$ cat src/rtl/sxf_pkg.sv
`timescale 1ns/1ps
package sxf_pkg;

  // Perfect-shuffle position: rotate a line index left by one within nbits.
  function automatic int unsigned shuffle_pos(int unsigned idx, int unsigned nbits);
    int unsigned top_bit;
    int unsigned mask;
    top_bit = (idx >> (nbits - 1)) & 1;
    mask    = (1 << nbits) - 1;
    return ((idx << 1) & mask) | top_bit;
  endfunction

endpackage

$ cat src/rtl/sxf_exchange.sv
`timescale 1ns/1ps
module sxf_exchange #(
  parameter int DW  = 3,
  parameter int PW  = 8,
  parameter int SEL = 2
) (
  input  logic                  clk,
  input  logic                  rst_n,
  input  logic [2*DW+PW:0]      up_i,
  input  logic [2*DW+PW:0]      lo_i,
  output logic [2*DW+PW:0]      up_o,
  output logic [2*DW+PW:0]      lo_o,
  output logic                  drop_v_o,
  output logic [DW-1:0]         drop_src_o
);

  localparam int CW     = 1 + DW + DW + PW;
  localparam int VB     = CW - 1;
  localparam int SRC_LO = DW + PW;
  localparam int DST_LO = PW;

  logic u_v, l_v, u_b, l_b;
  logic clash, u_keep, l_keep;
  logic prio_q, prio_d, prio_en;

  always_comb begin
    u_v    = up_i[VB];
    l_v    = lo_i[VB];
    u_b    = up_i[DST_LO + SEL];
    l_b    = lo_i[DST_LO + SEL];
    clash  = u_v & l_v & (u_b == l_b);
    u_keep = u_v & ~(clash & prio_q);
    l_keep = l_v & ~(clash & ~prio_q);
  end

  always_comb begin
    up_o = '0;
    lo_o = '0;
    if (u_keep) begin
      if (u_b) lo_o = up_i;
      else     up_o = up_i;
    end
    if (l_keep) begin
      if (l_b) lo_o = lo_i;
      else     up_o = lo_i;
    end
  end

  always_comb begin
    drop_v_o   = clash;
    drop_src_o = prio_q ? up_i[SRC_LO +: DW] : lo_i[SRC_LO +: DW];
  end

  always_comb begin
    prio_en = clash;
    prio_d  = ~prio_q;
  end

  always_ff @(posedge clk or negedge rst_n) begin
    if (!rst_n)       prio_q <= 1'b0;
    else if (prio_en) prio_q <= prio_d;
  end


  cell_conserve_chk: assert property (@(posedge clk) disable iff (!rst_n)
    ($countones({up_o[VB], lo_o[VB]}) + int'(drop_v_o)) == $countones({u_v, l_v}));

endmodule

$ cat src/rtl/sxf_stage.sv
`timescale 1ns/1ps
module sxf_stage #(
  parameter int N   = 8,
  parameter int PW  = 8,
  parameter int STG = 0
) (
  input  logic                                  clk,
  input  logic                                  rst_n,
  input  logic [N*(1+2*$clog2(N)+PW)-1:0]       cells_i,
  input  logic [N-1:0]                          drop_i,
  output logic [N*(1+2*$clog2(N)+PW)-1:0]       cells_o,
  output logic [N-1:0]                          drop_o
);

  localparam int DW  = $clog2(N);
  localparam int CW  = 1 + DW + DW + PW;
  localparam int NE  = N / 2;
  localparam int SEL = DW - 1 - STG;

  logic [N*CW-1:0] shuf;
  logic [N*CW-1:0] elem_out;
  logic [NE-1:0]   ev;
  logic [DW-1:0]   esrc [NE];
  logic [N-1:0]    drop_new;
  logic [N*CW-1:0] cells_d;
  logic [N-1:0]    drop_d;

  for (genvar s = 0; s < N; s++) begin : g_shuffle
    localparam int P = int'(sxf_pkg::shuffle_pos(s, DW));
    assign shuf[P*CW +: CW] = cells_i[s*CW +: CW];
  end

  for (genvar e = 0; e < NE; e++) begin : g_elem
    sxf_exchange #(.DW(DW), .PW(PW), .SEL(SEL)) i_elem (
      .clk        (clk),
      .rst_n      (rst_n),
      .up_i       (shuf[(2*e)*CW +: CW]),
      .lo_i       (shuf[(2*e+1)*CW +: CW]),
      .up_o       (elem_out[(2*e)*CW +: CW]),
      .lo_o       (elem_out[(2*e+1)*CW +: CW]),
      .drop_v_o   (ev[e]),
      .drop_src_o (esrc[e])
    );
  end

  always_comb begin
    drop_new = '0;
    for (int e = 0; e < NE; e++) begin
      if (ev[e]) drop_new[esrc[e]] = 1'b1;
    end
  end

  always_comb begin
    cells_d = elem_out;
    drop_d  = drop_i | drop_new;
  end

  always_ff @(posedge clk or negedge rst_n) begin
    if (!rst_n) begin
      cells_o <= '0;
      drop_o  <= '0;
    end else begin
      cells_o <= cells_d;
      drop_o  <= drop_d;
    end
  end


  single_drop_chk: assert property (@(posedge clk) disable iff (!rst_n)
    (drop_i & drop_new) == '0);

endmodule

$ cat src/rtl/sxf_fabric.sv
`timescale 1ns/1ps
module sxf_fabric #(
  parameter int N_PORTS = 8,
  parameter int PAY_W   = 8
) (
  input  logic                              clk,
  input  logic                              rst_n,
  input  logic [N_PORTS-1:0]                in_valid,
  input  logic [N_PORTS*$clog2(N_PORTS)-1:0] in_dst,
  input  logic [N_PORTS*PAY_W-1:0]          in_data,
  output logic [N_PORTS-1:0]                out_valid,
  output logic [N_PORTS*$clog2(N_PORTS)-1:0] out_dst,
  output logic [N_PORTS*PAY_W-1:0]          out_data,
  output logic [N_PORTS-1:0]                drop_o
);

  localparam int DW = $clog2(N_PORTS);
  localparam int NS = DW;
  localparam int CW = 1 + DW + DW + PAY_W;
  localparam int VB = CW - 1;

  logic       rs_q1, rst_sn;
  logic [1:0] warm_q, warm_d;

  always_ff @(posedge clk or negedge rst_n) begin
    if (!rst_n) begin
      rs_q1  <= 1'b0;
      rst_sn <= 1'b0;
    end else begin
      rs_q1  <= 1'b1;
      rst_sn <= rs_q1;
    end
  end

  logic [N_PORTS*CW-1:0] stg_cells [NS+1];
  logic [N_PORTS-1:0]    stg_drop  [NS+1];

  for (genvar i = 0; i < N_PORTS; i++) begin : g_pack
    assign stg_cells[0][i*CW +: CW] = {in_valid[i], DW'(i),
                                       in_dst[i*DW +: DW], in_data[i*PAY_W +: PAY_W]};
  end
  assign stg_drop[0] = '0;

  for (genvar s = 0; s < NS; s++) begin : g_stage
    sxf_stage #(.N(N_PORTS), .PW(PAY_W), .STG(s)) i_stage (
      .clk     (clk),
      .rst_n   (rst_sn),
      .cells_i (stg_cells[s]),
      .drop_i  (stg_drop[s]),
      .cells_o (stg_cells[s+1]),
      .drop_o  (stg_drop[s+1])
    );
  end

  for (genvar k = 0; k < N_PORTS; k++) begin : g_unpack
    assign out_valid[k]             = stg_cells[NS][k*CW + VB];
    assign out_dst[k*DW +: DW]      = stg_cells[NS][k*CW + PAY_W +: DW];
    assign out_data[k*PAY_W +: PAY_W] = stg_cells[NS][k*CW +: PAY_W];
  end
  assign drop_o = stg_drop[NS];

  always_comb begin
    warm_d = (warm_q == 2'd3) ? warm_q : warm_q + 2'd1;
  end

  always_ff @(posedge clk or negedge rst_sn) begin
    if (!rst_sn) warm_q <= 2'd0;
    else         warm_q <= warm_d;
  end

  for (genvar k = 0; k < N_PORTS; k++) begin : g_route_chk

    port_match_chk: assert property (@(posedge clk) disable iff (!rst_sn)
      out_valid[k] |-> (out_dst[k*DW +: DW] == DW'(k)));
  end


  cell_account_chk: assert property (@(posedge clk) disable iff (!rst_sn)
    (warm_q == 2'd3) |->
      (($countones(out_valid) + $countones(drop_o)) == $past($countones(in_valid), 3)));

endmodule

$ cat config.mk
export PLATFORM = sky130hd
export DESIGN_NAME = sxf_fabric
export DESIGN_NICKNAME = d
export VERILOG_FILES = /design/src/rtl/sxf_pkg.sv /design/src/rtl/sxf_exchange.sv /design/src/rtl/sxf_stage.sv /design/src/rtl/sxf_fabric.sv
export SDC_FILE = /design/constraint.sdc
export NUM_CORES = 1
export LEC_CHECK = 0
export BUFFER_PORTS_ARGS = -buffer_cell sky130_fd_sc_hd__buf_2
export CAP_MARGIN = 15
export CORE_MARGIN = 2
export CORE_UTILIZATION = 51
export CTS_CLUSTER_DIAMETER = 200
export DETAILED_ROUTE_END_ITERATION = 12
export MAX_ROUTING_LAYER = met4
export PLACE_DENSITY = 0.88
export SKIP_LAST_GASP = 1
export SLEW_MARGIN = 0
export SYNTH_ARGS = -nofsm -noshare
export SYNTH_HDL_FRONTEND = slang
export SYNTH_SLANG_ARGS = --single-unit
export TNS_END_PERCENT = 100
$ cat constraint.sdc
create_clock -name clk -period 10.43 [get_ports clk]
set_clock_uncertainty 0.2 [all_clocks]
set_input_delay 1.043 -clock clk [delete_from_list [all_inputs] [get_ports clk]]
set_output_delay 1.043 -clock clk [all_outputs]
set_load 0.02 [all_outputs]
# Yosys cells after proc, flatten, opt, wreduce, memory -nomap -nowiden
# Index checks and enable logic that the tools add are counted.
# W data, S select, Z words.
# totals
inputBits	98
reg_bits	398
elab_cells	331
out_inout_bits	104
# classes
n_lt_le_gt_ge	24
muxes	144
bitwise_logic	119
eq_ne	12
reduce_logical	12
# op_table
operator	count
$mux W15	96
$mux W8	12
$or A8 B8 Y8	11
$and A1 B1 Y1	72
$lt A3 B4 Y1 const B	12
$demux W1 S3	12
$ge A3 B1 Y1 const B	12
$mux W3	12
$not A1 Y1	36
$eq A1 B1 Y1	12
$logic_and A1 B1 Y1	12
$mux W1	12

# Longest topological paths before layout
# Gate-level depths: netlist of run 1.
# logic_depth
word_depth	13
depth_mapped	6
mapped_depth_nobuf	4

# Hierarchy
# A second synthesis of run 1 with hierarchy kept.
# hier_totals
cells_unflattened	1150
area_unflattened_um2	15722.6
# modules_own_cells
mod	area_each_um2	cells_per_inst	n_inst	seq_area_each_um2
sxf_stage (g_stage[1].i_stage ...)	3532.1	178	2	3203.1
sxf_exchange	424.2	51	12	25.0
sxf_stage (g_stage[0].i_stage)	3510.9	178	1	3203.1
sxf_fabric	57.6	4	1	50.0

# Worst setup path before layout of run 1
# OpenSTA, ideal clock, no wires.
# synth_timing
path_type	in2reg
from	input port in_dst[23]
to	register g_stage[0].i_stage.cells_o[106]
n_path_buf	1
path_slack_ns	8.150
arrival_time_ns	1.959
setup_time_ns	0.121
required_ns	10.109
stages	5
cell_sequence	xnor2_1 and4b_4 nor2_2 buf_4 a22o_1
# synth_between
elab_chain_cells	8
elab_cells_between_ends	11
classes_between	eq/ne (1); mux (3); bitwise (7)
# synth_rtl
element	line	source
from (decl)	sxf_fabric.sv:9	input logic [N_PORTS*$clog2(N_PORTS)-1:0] in_dst,
$eq A1 B1 Y1	sxf_exchange.sv:31	clash = u_v & l_v & (u_b == l_b);
$and A1 B1 Y1	sxf_exchange.sv:31	
$and A1 B1 Y1	sxf_exchange.sv:32	u_keep = u_v & ~(clash & prio_q);
$not A1 Y1	sxf_exchange.sv:32	
$and A1 B1 Y1	sxf_exchange.sv:32	
$mux W15	sxf_exchange.sv:39	if (u_keep) begin
$mux W15	sxf_exchange.sv:44	if (l_b) lo_o = lo_i;
$mux W15 (*)	sxf_exchange.sv:43	if (l_keep) begin
named net g_stage[0].i_stage.cells_d[106]	sxf_stage.sv:25	logic [N*CW-1:0] cells_d;
to (signal assigned)	sxf_stage.sv:63	cells_o <= cells_d;
to (decl)	sxf_stage.sv:11	output logic [N*(1+2*$clog2(N)+PW)-1:0] cells_o,
# Mark *: on every way through the listed nets, which the timed path passes. The rest lies on a longest branch.
# A chain may end at the register's enable or synchronous reset.

==> impl_summary.log, run 1 <==
[metrics] run status: finished clean
[metrics] number of endpoints failing setup at the final stage: 0
[metrics] switching power total: 0.000879 W
[metrics] Synth top cells by count: 331 x dfrtp_1, 234 x a22o_1, 37 x or2_2
[metrics] worst ir drop on vdd: 0.0966 mV
[metrics] combinational share of power: 13.8%
[metrics] Clock Latency Late Sink: 0.51 ns
[metrics] average detailed-routed wire length per instance: 22.3 um
[metrics] Pwr Density: 215 nW/um^2
[metrics] internal cell power: 0.00235 W
[metrics] top cells by area in the synthesized netlist: dfrtp_1 65%, a22o_1 16%, or2_2 1.8%
[metrics] Syn-to-layout area delta: 17.5%
[metrics] post-CTS resize count: 0
[metrics] number of top-level pins: 202
[metrics] global placer's final weighted congestion: 0.971
[metrics] f_max: 0.376 GHz
[metrics] dpl cell area: 13,800 sq um
[metrics] TritonCTS Buffers: 34
[metrics] depth of the CTS H-tree: 2
[metrics] element type at the critical path end: asynchronous set/reset pin
[metrics] path depth of the worst reg2reg path: 2
[metrics] final setup TNS: 0 ns
[metrics] total wirelength of the detailed-routed design: 32.8 mm
[metrics] final-report hold violation count: 0
[metrics] share of post-route cells with drive strength above 1: 26.6%
[metrics] type of the most critical hold path: reg2async
[metrics] number of nets with antenna violations after detailed routing: 0
[metrics] horizontal die dimension: 162 um
[metrics] mapped cell area: 12,800 sq um
[metrics] crit share post-route: 25.5%
[metrics] Leak Pwr: 7.68 nW
[metrics] max capacitance violation total: 0
[metrics] Die Footprint: 26,300 sq um
[metrics] drt first-iter violations: 815
[metrics] sequential share of power: 47.8%
[metrics] yosys warns: 0
[metrics] global-route wire length before repair: 50.0 mm
[metrics] die height: 162 um
[metrics] GRT overflow: 0
[metrics] Post-CTS Setup Repair Bufs: 0
[metrics] Most Frequent Cell on Critical Path: buf_4
[metrics] share of flip-flops with an asynchronous set or reset: 100%
[metrics] top-count cell post-synth: dfrtp_1
[metrics] register area share after synthesis: 65.0%
[metrics] largest net degree at the start of global routing: 82
[metrics] library cell with the largest summed area after synthesis: dfrtp_1
[metrics] post-layout min period: 2.66 ns
[metrics] count of different cell masters after synthesis: 53
[metrics] cells after synthesis: 944
[metrics] number of detailed-routing iterations run before antenna repair: 5
[metrics] Finished Cell Area: 15,000 sq um
[metrics] Reg clk slew, reported paths: 0.06 ns
[metrics] routed via count divided by cell count: 5.94
[metrics] worst endpoint required time: 10.72 ns
[metrics] number of synthesized flops with an enable pin: 0
[metrics] filler cell count: 1,835
[metrics] proportion of total power due to net switching: 27.2%
[metrics] highest net fanout along the worst path: 81
[metrics] Worst R2R Setup Slack: 7.77 ns
[metrics] vias in the first global route: 8,677
[metrics] share of power burned in the clock network: 38.4%
[metrics] standard-cell rows: 57
[metrics] unrepaired setup endpoints after global routing: no
[metrics] final hold slack: 0.0488 ns
[metrics] beginning of the worst register-to-register path: rst_sn
[metrics] Synth Register Bits: 331
[metrics] Longest Clk Path Bufs: 3
[metrics] sort of element at the start of the critical path: register
[metrics] critical-path cell with the highest stage delay: buf_4
[metrics] DRC: 0
[metrics] detailed-route via count: 8,725
[metrics] overall global routing resource usage: 26.0%
[metrics] delay of the slowest cell on the worst path: 0.87 ns
[metrics] Critical R2R Capture: g_stage[2].i_stage.cells_o[3]
[metrics] Initial Utilization: 52.1%
[metrics] worst-margin pin slew: 1.11 ns
[metrics] number of nets in the final layout: 1,218
[metrics] syn_area_per_cell: 13.5 sq um
[metrics] final worst setup slack: 7.77 ns
[metrics] dominant synthesized flop cell: dfrtp_1
[metrics] Final HPWL DP: 24.4 mm
[metrics] type of the worst setup path: reg2async
[metrics] TritonCTS clock tree: yes
[metrics] number of sinks driven by the clock tree: 331
[metrics] pre-CTS worst setup slack: 7.62 ns
[metrics] crit path cell chain: buf_4 > buf_4
[metrics] root buffer cell: clkbuf_16
[metrics] number of antenna violations at the first check in global routing: 1
[metrics] Slew HR: 25.6%
[metrics] Final Max Slew Viols: 0
[metrics] number of buffers inserted by port buffering: 189
[metrics] data arrival time of the critical path: 2.95 ns
[metrics] CORE AREA: 24,500 sq um
[metrics] proportion of netlist area held by the largest area contributor: 65.0%
[metrics] Post-CTS Hold Buffers: 0
-- critical path: cells and delay by family, from the launching register on --
family	cells	cell delay [ns]
buffers and inverters	2	1.69
DFF	1	0.66
-- how the worst max path moves through the flow --
stage,end,cells after the start,start,slack [ns]
2_1_floorplan,g_stage[0].i_stage.cells_o[0],0,rst_sn,0.32
3_3_place_gp,g_stage[0].i_stage.cells_o[17],5,in_dst[14],7.67
3_5_place_dp,g_stage[0].i_stage.cells_o[23],5,in_dst[14],7.62
4_1_cts,g_stage[1].i_stage.cells_o[64],2,rst_sn,7.68
5_1_grt,g_stage[1].i_stage.cells_o[64],2,rst_sn,7.29
6_report,g_stage[2].i_stage.cells_o[3],2,rst_sn,7.77
-- cell usage in the layout, fill, tap and decap left out, drive strengths merged, types with 13 or more instances in the layout --
cell / count
nor3b: 13
inv: 23
a22o: 234
nor2: 27
conb: 13
or2: 37
dfrtp: 331
xnor2: 13
clkbuf: 44
buf: 193
nand2: 26
nand3: 18
a21oi: 17
-- kinds of logic after synthesis --
family	Yosys count	share of synthesized area [%]
AO/OA/AOI/OAI	302	20.1
XOR/XNOR	23	1.58
buffers and inverters	87	3.54
flip-flops	331	65.0
multiplexers	11	0.873
other	2	0.0589
AND/OR/NAND/NOR	188	8.86
-- state kept, by name (all words and copies together), names as in the netlist --
| register | cells |
|---|---|
| g_stage.i_stage.cells_o | 293 |
| rst_sn | 1 |
| g_stage.i_stage.g_elem.i_elem.prio_q | 12 |
| g_stage.i_stage.drop_o | 24 |
| rs_q1 | 1 |
-- final cells by class --
| cell class | count | area (sq um) | share of cell area (%) |
|---|---|---|---|
| clock buffers | 44 | 972 | 6.49 |
| flip-flops and latches | 331 | 8290 | 55.3 |
| clock inverters | 16 | 189 | 1.26 |
| diodes | 1 | 2.50 | 0.0167 |
| multi-input cells | 537 | 4070 | 27.1 |
| inverters | 23 | 86.3 | 0.576 |
| repair buffers | 193 | 976 | 6.51 |
| well taps | 324 | 405 | 2.71 |
-- per-layer routing --
metal  part of all wire [%]  vias to the layer above  track usage, %  wire (um)
met5                      0                        -               -          0
met4                    3.6                        0            9.33       1180
met3                    6.8                       82            3.83       2240
met2                     48                      396            41.1      15700
met1                     42                     4427            34.9      13700
li1                       -                     3820               -          -
-- power groups by stage --
stage / Clock, W / Sequential [W] / Combinational [W]
after floorplan: 0 / 0.00155 / 0.000295
after global placement: 0 / 0.00156 / 0.000430
after detailed placement: 0 / 0.00156 / 0.000441
after CTS: 0.00125 / 0.00154 / 0.000443
after global routing: 0.00131 / 0.00156 / 0.000483
final: 0.00124 / 0.00154 / 0.000445
-- metrics by stage --
stage | std cells | total power, W | utilization, %
finish | 1469 | 0.00323 | 61.3
global placement | 1408 | 0.00199 | 56.5
floorplan | 955 | 0.00185 | -
global route | 1469 | 0.00335 | 61.3
detailed placement | 1408 | 0.00200 | 56.5
CTS | 1468 | 0.00323 | 61.2
Power figures use the tool's default switching activity.
==> run 2: changes to the inputs <==
Settings changed: ABC_AREA from default to 1, CORE_UTILIZATION 51 to 57, PLACE_DENSITY 0.88 to 0.91.
Clock period 10.43 ns to 2.6 ns, I/O delays scaled along.
==> run 2 against run 1 <==
  * The run now ends with hold timing left
  * Non-clock buffer count rose by 224
  * Total power rose to 4.1 times the previous value
  * Core utilization rose by 14 points
  * Register-to-register slack got worse by 7.7 ns
  * Synthesized cell count rose by 69%
  * Die area fell by 0.76%
  * Largest power group unchanged
==> impl_summary.log, run 2 <==
[metrics] syn_area_per_cell: 8.85 sq um (-34%)
[metrics] most frequent cells in the layout: 445 x nand2_1, 392 x nand3_1, 330 x dfrtp_1, 189 x buf_2, 185 x dlygate4sd3_1
[metrics] element type at the critical path end: register
[metrics] Reg clk slew, reported paths: 0.06 ns (about the same)
[metrics] Post-CTS Setup Repair Bufs: 0 (unchanged)
[metrics] run status: complete, but fails checks
[metrics] Longest Clk Path Bufs: 3 (unchanged)
[metrics] cells after synthesis: 1,597 (+69%)
[metrics] number of top-level pins: 202 (unchanged)
[metrics] beginning of the worst register-to-register path: g_stage[0].i_stage.g_elem[1].i_elem.prio_q
[metrics] total placed cells including tap cells: 2,056 (+46%)
[metrics] register area share after synthesis: 58.6% (-6.4 points)
[metrics] dominant synthesized flop cell: dfrtp_1
[metrics] Clock Latency Late Sink: 0.52 ns (about the same)
[metrics] GRT overflow: 0 (unchanged)
[metrics] top cells by area in the synthesized netlist: dfrtp_1 59%, nand3_1 14%, nand2_1 12%
[metrics] worst ir drop on vdd: 0.423 mV (+340%)
[metrics] share of flip-flops with an asynchronous set or reset: 100% (unchanged)
[metrics] average detailed-routed wire length per instance: 19.8 um (-12%)
[metrics] library cell with the largest summed area after synthesis: dfrtp_1
[metrics] TritonCTS clock tree: yes
[metrics] max capacitance violation total: 0 (unchanged)
[metrics] vias in the first global route: 13,100 (+51%)
[metrics] worst-margin pin slew: 0.833 ns (-0.278 ns)
[metrics] crit share post-route: 95.5% (+70 points)
[metrics] Critical R2R Capture: g_stage[0].i_stage.cells_o[47]
[metrics] worst endpoint required time: 2.78 ns (-7.94 ns)
[metrics] sort of element at the start of the critical path: register
[metrics] Syn-to-layout area delta: 29.8%
[metrics] most common cell after layout, fill and taps aside: nand2_1
[metrics] f_max: 0.403 GHz (+7.2%)
[metrics] path depth of the worst reg2reg path: 7 (+5)
[metrics] Synth top cells by count: 445 x nand2_1, 392 x nand3_1, 331 x dfrtp_1
[metrics] detailed-route via count: 13,700 (+57%)
[metrics] number of detailed-routing iterations run before antenna repair: 7 (+2)
[metrics] mapped cell area: 14,100 sq um (+11%)
[metrics] type of the worst setup path: reg2reg
[metrics] Initial Utilization: 58.1% (+6.0 points)
[metrics] Slew HR: 44.4% (+19 points)
[metrics] DRC: 0 (unchanged)
[metrics] violations in the final reports: hold timing
[metrics] largest net degree at the start of global routing: 107 (+30%)
[metrics] number of synthesized flops with an enable pin: 0 (unchanged)
[metrics] number of antenna violations at the first check in global routing: 3 (+2)
[metrics] depth of the CTS H-tree: 2 (unchanged)
[metrics] yosys warns: 0 (unchanged)
[metrics] non-filler instance count after layout: 2,311 (+57%)
[metrics] proportion of netlist area held by the largest area contributor: 58.6% (-6.4 points)
[metrics] root buffer cell: clkbuf_16
[metrics] type of the most critical hold path: in2reg
[metrics] global placer's final weighted congestion: 0.966 (-0.58%)
[metrics] top-count cell post-synth: nand2_1
[metrics] pre-CTS worst setup slack: 0.195 ns (-7.43 ns)
[metrics] Pwr Density: 725 nW/um^2 (+240%)
[metrics] total wirelength of the detailed-routed design: 45.7 mm (+39%)
[metrics] final-report hold violation count: 2 (+2)
[metrics] final worst setup slack: 0.117 ns (-7.65 ns)
[metrics] number of nets with antenna violations after detailed routing: 0 (unchanged)
[metrics] post-layout min period: 2.48 ns (-0.178 ns)
[metrics] Worst R2R Setup Slack: 0.12 ns (-7.65 ns)
[metrics] number of sinks driven by the clock tree: 331 (unchanged)
[metrics] die height: 162 um (-0.38%)
[metrics] number of nets in the final layout: 2,058 (+69%)
[metrics] Final Max Slew Viols: 0 (unchanged)
[metrics] routed via count divided by cell count: 5.93 (-0.20%)
[metrics] final hold slack: -0.0285 ns (-0.0773 ns)
[metrics] largest registers: g_stage.i_stage.cells_o (293), g_stage.i_stage.drop_o (24), g_stage.i_stage.g_elem.i_elem.prio_q (12)
[metrics] horizontal die dimension: 162 um (-0.38%)
[metrics] flip-flop count of the largest register, all copies and words added: 293 (unchanged)
[metrics] share of post-route cells with drive strength above 1: 16.4% (-10 points)
[metrics] drt first-iter violations: 2,283 (+180%)
[metrics] overall global routing resource usage: 36.0% (+9.9 points)
[metrics] data arrival time of the critical path: 2.66 ns (-0.29 ns)
[metrics] number of endpoints failing setup at the final stage: 0 (unchanged)
[metrics] Final HPWL DP: 28.6 mm (+17%)
[metrics] number of buffers inserted by port buffering: 189 (unchanged)
[metrics] TritonCTS Buffers: 34 (unchanged)
[metrics] global-route wire length before repair: 70.4 mm (+41%)
[metrics] unrepaired setup endpoints after global routing: no
[metrics] highest net fanout along the worst path: 20 (-75%)
[metrics] CORE AREA: 24,300 sq um (-0.58%)
[metrics] Leak Pwr: 10.0 nW (+31%)
[metrics] Synth Register Bits: 331 (unchanged)
[metrics] count of different cell masters after synthesis: 30 (-43%)
[metrics] Die Footprint: 26,100 sq um (-0.76%)
[metrics] first element of the critical path: g_stage[0].i_stage.g_elem[1].i_elem.prio_q
[metrics] register with the most flip-flops: g_stage.i_stage.cells_o
[metrics] destination of the critical timing path: g_stage[0].i_stage.cells_o[47]
[metrics] standard-cell rows: 57 (unchanged)
==> run 2: kinds of logic (layout without fill, tap and decap cells) <==
group / count (synthesis) / after routing / share of synthesized area [%]
AOI/OAI and AO/OA: 64 / 64 / 2.87
xor gates and xnor gates: 6 / 6 / 0.372
buffers and inverters: 200 / 576 / 6.51
DFF: 331 / 331 / 58.6
other: 2 / 16 / 0.0531
and+or+nand+nor: 994 / 994 / 31.6
==> run 2: layout make-up <==
cell class                 instances  area (sq um)
sequential                       331          8290
fill                            1504          5960
multi-input combinational       1077          4980
timing repair buffer             417          3160
clock buffer                      43           956
tap                              324           405
inverter                          99           372
clock inverter                    17           193
antenna                            3          7.51
==> run 2: worst min path at each step <==
stage / startpoint / cells after the start / endpoint
2_1_floorplan: rst_n / 0 / rs_q1
3_3_place_gp: rst_n / 1 / rs_q1
3_5_place_dp: rst_n / 1 / rs_q1
4_1_cts: in_valid[2] / 5 / g_stage[0].i_stage.g_elem[2].i_elem.prio_q
5_1_grt: in_dst[23] / 3 / g_stage[0].i_stage.cells_o[109]
6_report: in_valid[4] / 5 / g_stage[0].i_stage.cells_o[13]
==> run 2: per-layer routing <==
| metal | share of wire [%] | global-route usage, % | vias to the layer above |
|---|---|---|---|
| li1 | - | - | 5955 |
| met1 | 36 | 43.8 | 6449 |
| met2 | 48 | 58.0 | 1049 |
| met3 | 10 | 7.73 | 245 |
| met4 | 5.5 | 16.4 | 0 |
| met5 | 0 | - | - |
==> run 2: worst max-delay path, cell delays in order (launching register included) <==
cell	delay [ns]
dfrtp_1	0.38
nor2_1	0.21
nor2_2	0.07
buf_4	0.20
nand3_1	0.08
dlygate4sd3_1	0.57
nand2_1	0.06
dlygate4sd3_1	0.55
==> run 2: timing repair <==
| action | CTS | global route |
|---|---|---|
| resized for setup | 0 | 1 |
| setup endpoints to repair | 0 | 11 |
| hold buffers | 185 | 0 |
| endpoints found under the hold margin | 114 | 0 |
==> run 2: report_power, final <==
part           internal, W  total, W  switching [W]  leakage [nW]
Combinational     0.000772   0.00226        0.00149          5.05
Sequential         0.00561   0.00605       0.000445          4.40
Clock              0.00301   0.00500        0.00199         0.579
Total              0.00939    0.0133        0.00392          10.0
==> run 2: through the flow <==
step | instance area [sq um] | total power [W] | util [%] | TNS, ns
after floorplan | 14200 | 0.00732 | - | -288.98
after global placement | 15300 | 0.00787 | 62.8 | 0
after detailed placement | 15300 | 0.00795 | 62.8 | 0
after CTS | 18300 | 0.0132 | 75.2 | 0
after global routing | 18400 | 0.0138 | 75.5 | 0
final | 18400 | 0.0133 | 75.5 | 0
==> run 3: changes to the inputs <==
Settings changed: ABC_AREA 1 to default, CORE_UTILIZATION 57 to 58, CTS_BUF_LIST from default to sky130_fd_sc_hd__clkbuf_4 sky130_fd_sc_hd__clkbuf_8, PLACE_DENSITY 0.91 to 0.93.
==> run 3 against run 2 <==
  * The run now ends clean
  * Sequential cell count unchanged
  * Combinational power is 4% lower
  * Die area shrank 11%
  * Design area decreased by 9.9%
  * Sequential power up 3%
  * Non-clock buffer count fell by 50
  * Total power shrank 4.5%
  * Critical path type is now in2reg
==> impl_summary.log, run 3 (synthesized netlist as in run 1, its figures left out) <==
[metrics] unrepaired setup endpoints after global routing: no
[metrics] GRT overflow: 0 (unchanged)
[metrics] type of the most critical hold path: reg2async
[metrics] path depth of the worst reg2reg path: 4 (-3)
[metrics] proportion of total power due to net switching: 29.7% (+0.24 points)
[metrics] Pwr Density: 768 nW/um^2 (+6.0%)
[metrics] sequential share of power: 49.0% (+3.5 points)
[metrics] number of antenna violations at the first check in global routing: 2 (-1)
[metrics] max capacitance violation total: 0 (unchanged)
[metrics] type of the worst setup path: in2reg
[metrics] total placed cells including tap cells: 1,380 (-33%)
[metrics] f_max: 0.394 GHz (-2.3%)
[metrics] Clock Latency Late Sink: 0.58 ns (+0.06 ns)
[metrics] highest net fanout along the worst path: 13 (-35%)
[metrics] detailed-route via count: 10,300 (-24%)
[metrics] die height: 152 um (-5.7%)
[metrics] global placer's final weighted congestion: 0.982 (+1.7%)
[metrics] beginning of the worst register-to-register path: g_stage[0].i_stage.g_elem[1].i_elem.prio_q
[metrics] run status: finished clean
[metrics] Syn-to-layout area delta: 29.7% (about the same)
[metrics] Initial Utilization: 58.8% (+0.65 points)
[metrics] Critical R2R Capture: g_stage[0].i_stage.cells_o[50]
[metrics] Reg clk slew, reported paths: 0.07 ns (about the same)
[metrics] largest registers: g_stage.i_stage.cells_o (293), g_stage.i_stage.drop_o (24), g_stage.i_stage.g_elem.i_elem.prio_q (12)
[metrics] average detailed-routed wire length per instance: 25.0 um (+26%)
[metrics] Final HPWL DP: 24.1 mm (-16%)
[metrics] vias in the first global route: 10,600 (-19%)
[metrics] combinational share of power: 17.0% (about the same)
[metrics] overall global routing resource usage: 35.6% (-0.42 points)
[metrics] final-report hold violation count: 0 (-2)
[metrics] drt first-iter violations: 1,310 (-43%)
[metrics] DRC: 0 (unchanged)
[metrics] Final Max Slew Viols: 0 (unchanged)
[metrics] element type at the critical path end: register
[metrics] TritonCTS clock tree: yes
[metrics] Post-CTS Setup Repair Bufs: 0 (unchanged)
[metrics] Slew HR: 25.8% (-19 points)
[metrics] sort of element at the start of the critical path: input pin
[metrics] worst ir drop on vdd: 0.475 mV (+12%)
[metrics] routed via count divided by cell count: 6.36 (+7.3%)
[metrics] final worst setup slack: 0.0591 ns (-0.0582 ns)
[metrics] post-layout min period: 2.54 ns (+0.0582 ns)
[metrics] standard-cell rows: 54 (-5.3%)
[metrics] share of post-route cells with drive strength above 1: 26.1% (+9.7 points)
[metrics] worst-margin pin slew: 1.11 ns (+0.279 ns)
[metrics] total wirelength of the detailed-routed design: 40.7 mm (-11%)
[metrics] number of sinks driven by the clock tree: 331 (unchanged)
[metrics] pre-CTS worst setup slack: 0.456 ns (+0.260 ns)
[metrics] flip-flop count of the largest register, all copies and words added: 293 (unchanged)
[metrics] data arrival time of the critical path: 2.84 ns (+0.18 ns)
[metrics] Die Footprint: 23,200 sq um (-11%)
[metrics] Power, Total: 0.0127 W (-4.5%)
[metrics] number of nets with antenna violations after detailed routing: 0 (unchanged)
[metrics] Leak Pwr: 8.47 nW (-16%)
[metrics] number of endpoints failing setup at the final stage: 0 (unchanged)
[metrics] CORE AREA: 21,700 sq um (-11%)
[metrics] Longest Clk Path Bufs: 3 (unchanged)
[metrics] register with the most flip-flops: g_stage.i_stage.cells_o
[metrics] share of power burned in the clock network: 34.0% (-3.6 points)
[metrics] most common cell after layout, fill and taps aside: dfrtp_1
[metrics] number of top-level pins: 202 (unchanged)
[metrics] internal cell power: 0.00894 W (-4.8%)
[metrics] final hold slack: 0.114 ns (+0.143 ns)
[metrics] most frequent cells in the layout: 330 x dfrtp_1, 234 x a22o_1, 189 x buf_2, 157 x dlygate4sd3_1, 60 x clkbuf_8
[metrics] dpl cell area: 13,900 sq um (-8.8%)
[metrics] number of nets in the final layout: 1,407 (-32%)
[metrics] number of detailed-routing iterations run before antenna repair: 6 (-1)
[metrics] Finished Cell Area: 16,500 sq um (-9.9%)
[metrics] non-filler instance count after layout: 1,627 (-30%)
[metrics] TritonCTS Buffers: 49 (+44%)
[metrics] largest net degree at the start of global routing: 82 (-23%)
[metrics] number of buffers inserted by port buffering: 189 (unchanged)
[metrics] switching power total: 0.00378 W (-3.7%)
[metrics] depth of the CTS H-tree: 2 (unchanged)
[metrics] global-route wire length before repair: 61.4 mm (-13%)
[metrics] root buffer cell: clkbuf_8
[metrics] Worst R2R Setup Slack: 0.22 ns (+0.10 ns)
[metrics] crit share post-route: 97.7% (+2.2 points)
[metrics] horizontal die dimension: 152 um (-5.7%)
[metrics] worst endpoint required time: 2.90 ns (+0.12 ns)
[run 3: cell count changes in the layout (fill, tap and decap cells not counted), moves of 28 or more]
cell / previous run / this run
nor2_1: 75 / 24
dlygate4sd3_1: 185 / 157
a22o_1: 0 / 234
nand2_1: 445 / 26
inv_1: 88 / 23
clkbuf_8: 6 / 60
or2_2: 0 / 37
clkbuf_16: 35 / 0
nand4_1: 51 / 7
nand3_1: 392 / 18
[run 3: per-layer routing]
| metal | wire length, um | global-route usage (%) |
|---|---|---|
| met4 | 2510 | 17.7 |
| met1 | 14500 | 42.7 |
| met2 | 19900 | 57.7 |
| met3 | 3850 | 7.42 |
| met5 | 0 | - |
[run 3: power by group through the flow]
stage,clock (W),sequential [W],combinational [W]
floorplan,0,0.00622,0.00118
global placement,0,0.00624,0.00176
detailed placement,0,0.00627,0.00180
CTS,0.00423,0.00619,0.00203
global route,0.00455,0.00628,0.00227
finish,0.00433,0.00623,0.00216
[run 3: cell type report]
type	instances	area, sq um
Tap cell	280	350
Clock buffer	78	961
Fill cell	1250	5140
Clock inverter	7	37.5
Timing Repair Buffer	367	2740
Antenna cell	4	10.0
Multi-Input combinational cell	537	4070
Inverter	23	86.3
Sequential cell	331	8290
[run 3: critical path, cell delays in order]
cell	delay, ns
dlygate4sd3_1	0.54
buf_2	0.16
xnor2_1	0.18
and4b_1	0.27
nor3b_4	0.58
a22o_1	0.25
dlygate4sd3_1	0.59
[run 3: repair_timing]
item                                   4_1_cts  5_1_grt
endpoints found under the hold margin      101        1
resized for setup                            0        3
setup endpoints to repair                    0       20
hold buffers                               156        1
[run 3: through the flow]
| step | utilization, % | setup TNS (ns) |
|---|---|---|
| finish | 76.3 | 0 |
| global route | 76.3 | 0 |
| CTS | 76.1 | 0 |
| detailed placement | 64.3 | 0 |
| global placement | 64.3 | 0 |
| floorplan | - | -288.98 |
[run 3: how the worst max path moves through the flow]
stage / from / to / slack [ns] / depth (start not counted)
floorplan: rst_sn / g_stage[0].i_stage.cells_o[0] / -0.88 / 0
finish: in_dst[20] / g_stage[0].i_stage.cells_o[68] / 0.06 / 7
CTS: in_dst[5] / g_stage[0].i_stage.cells_o[50] / 0.02 / 7
global placement: g_stage[0].i_stage.cells_o[84] / g_stage[1].i_stage.cells_o[58] / 0.49 / 4
global route: in_dst[14] / g_stage[0].i_stage.cells_o[6] / 0.03 / 7
detailed placement: g_stage[0].i_stage.cells_o[114] / g_stage[1].i_stage.cells_o[95] / 0.46 / 4
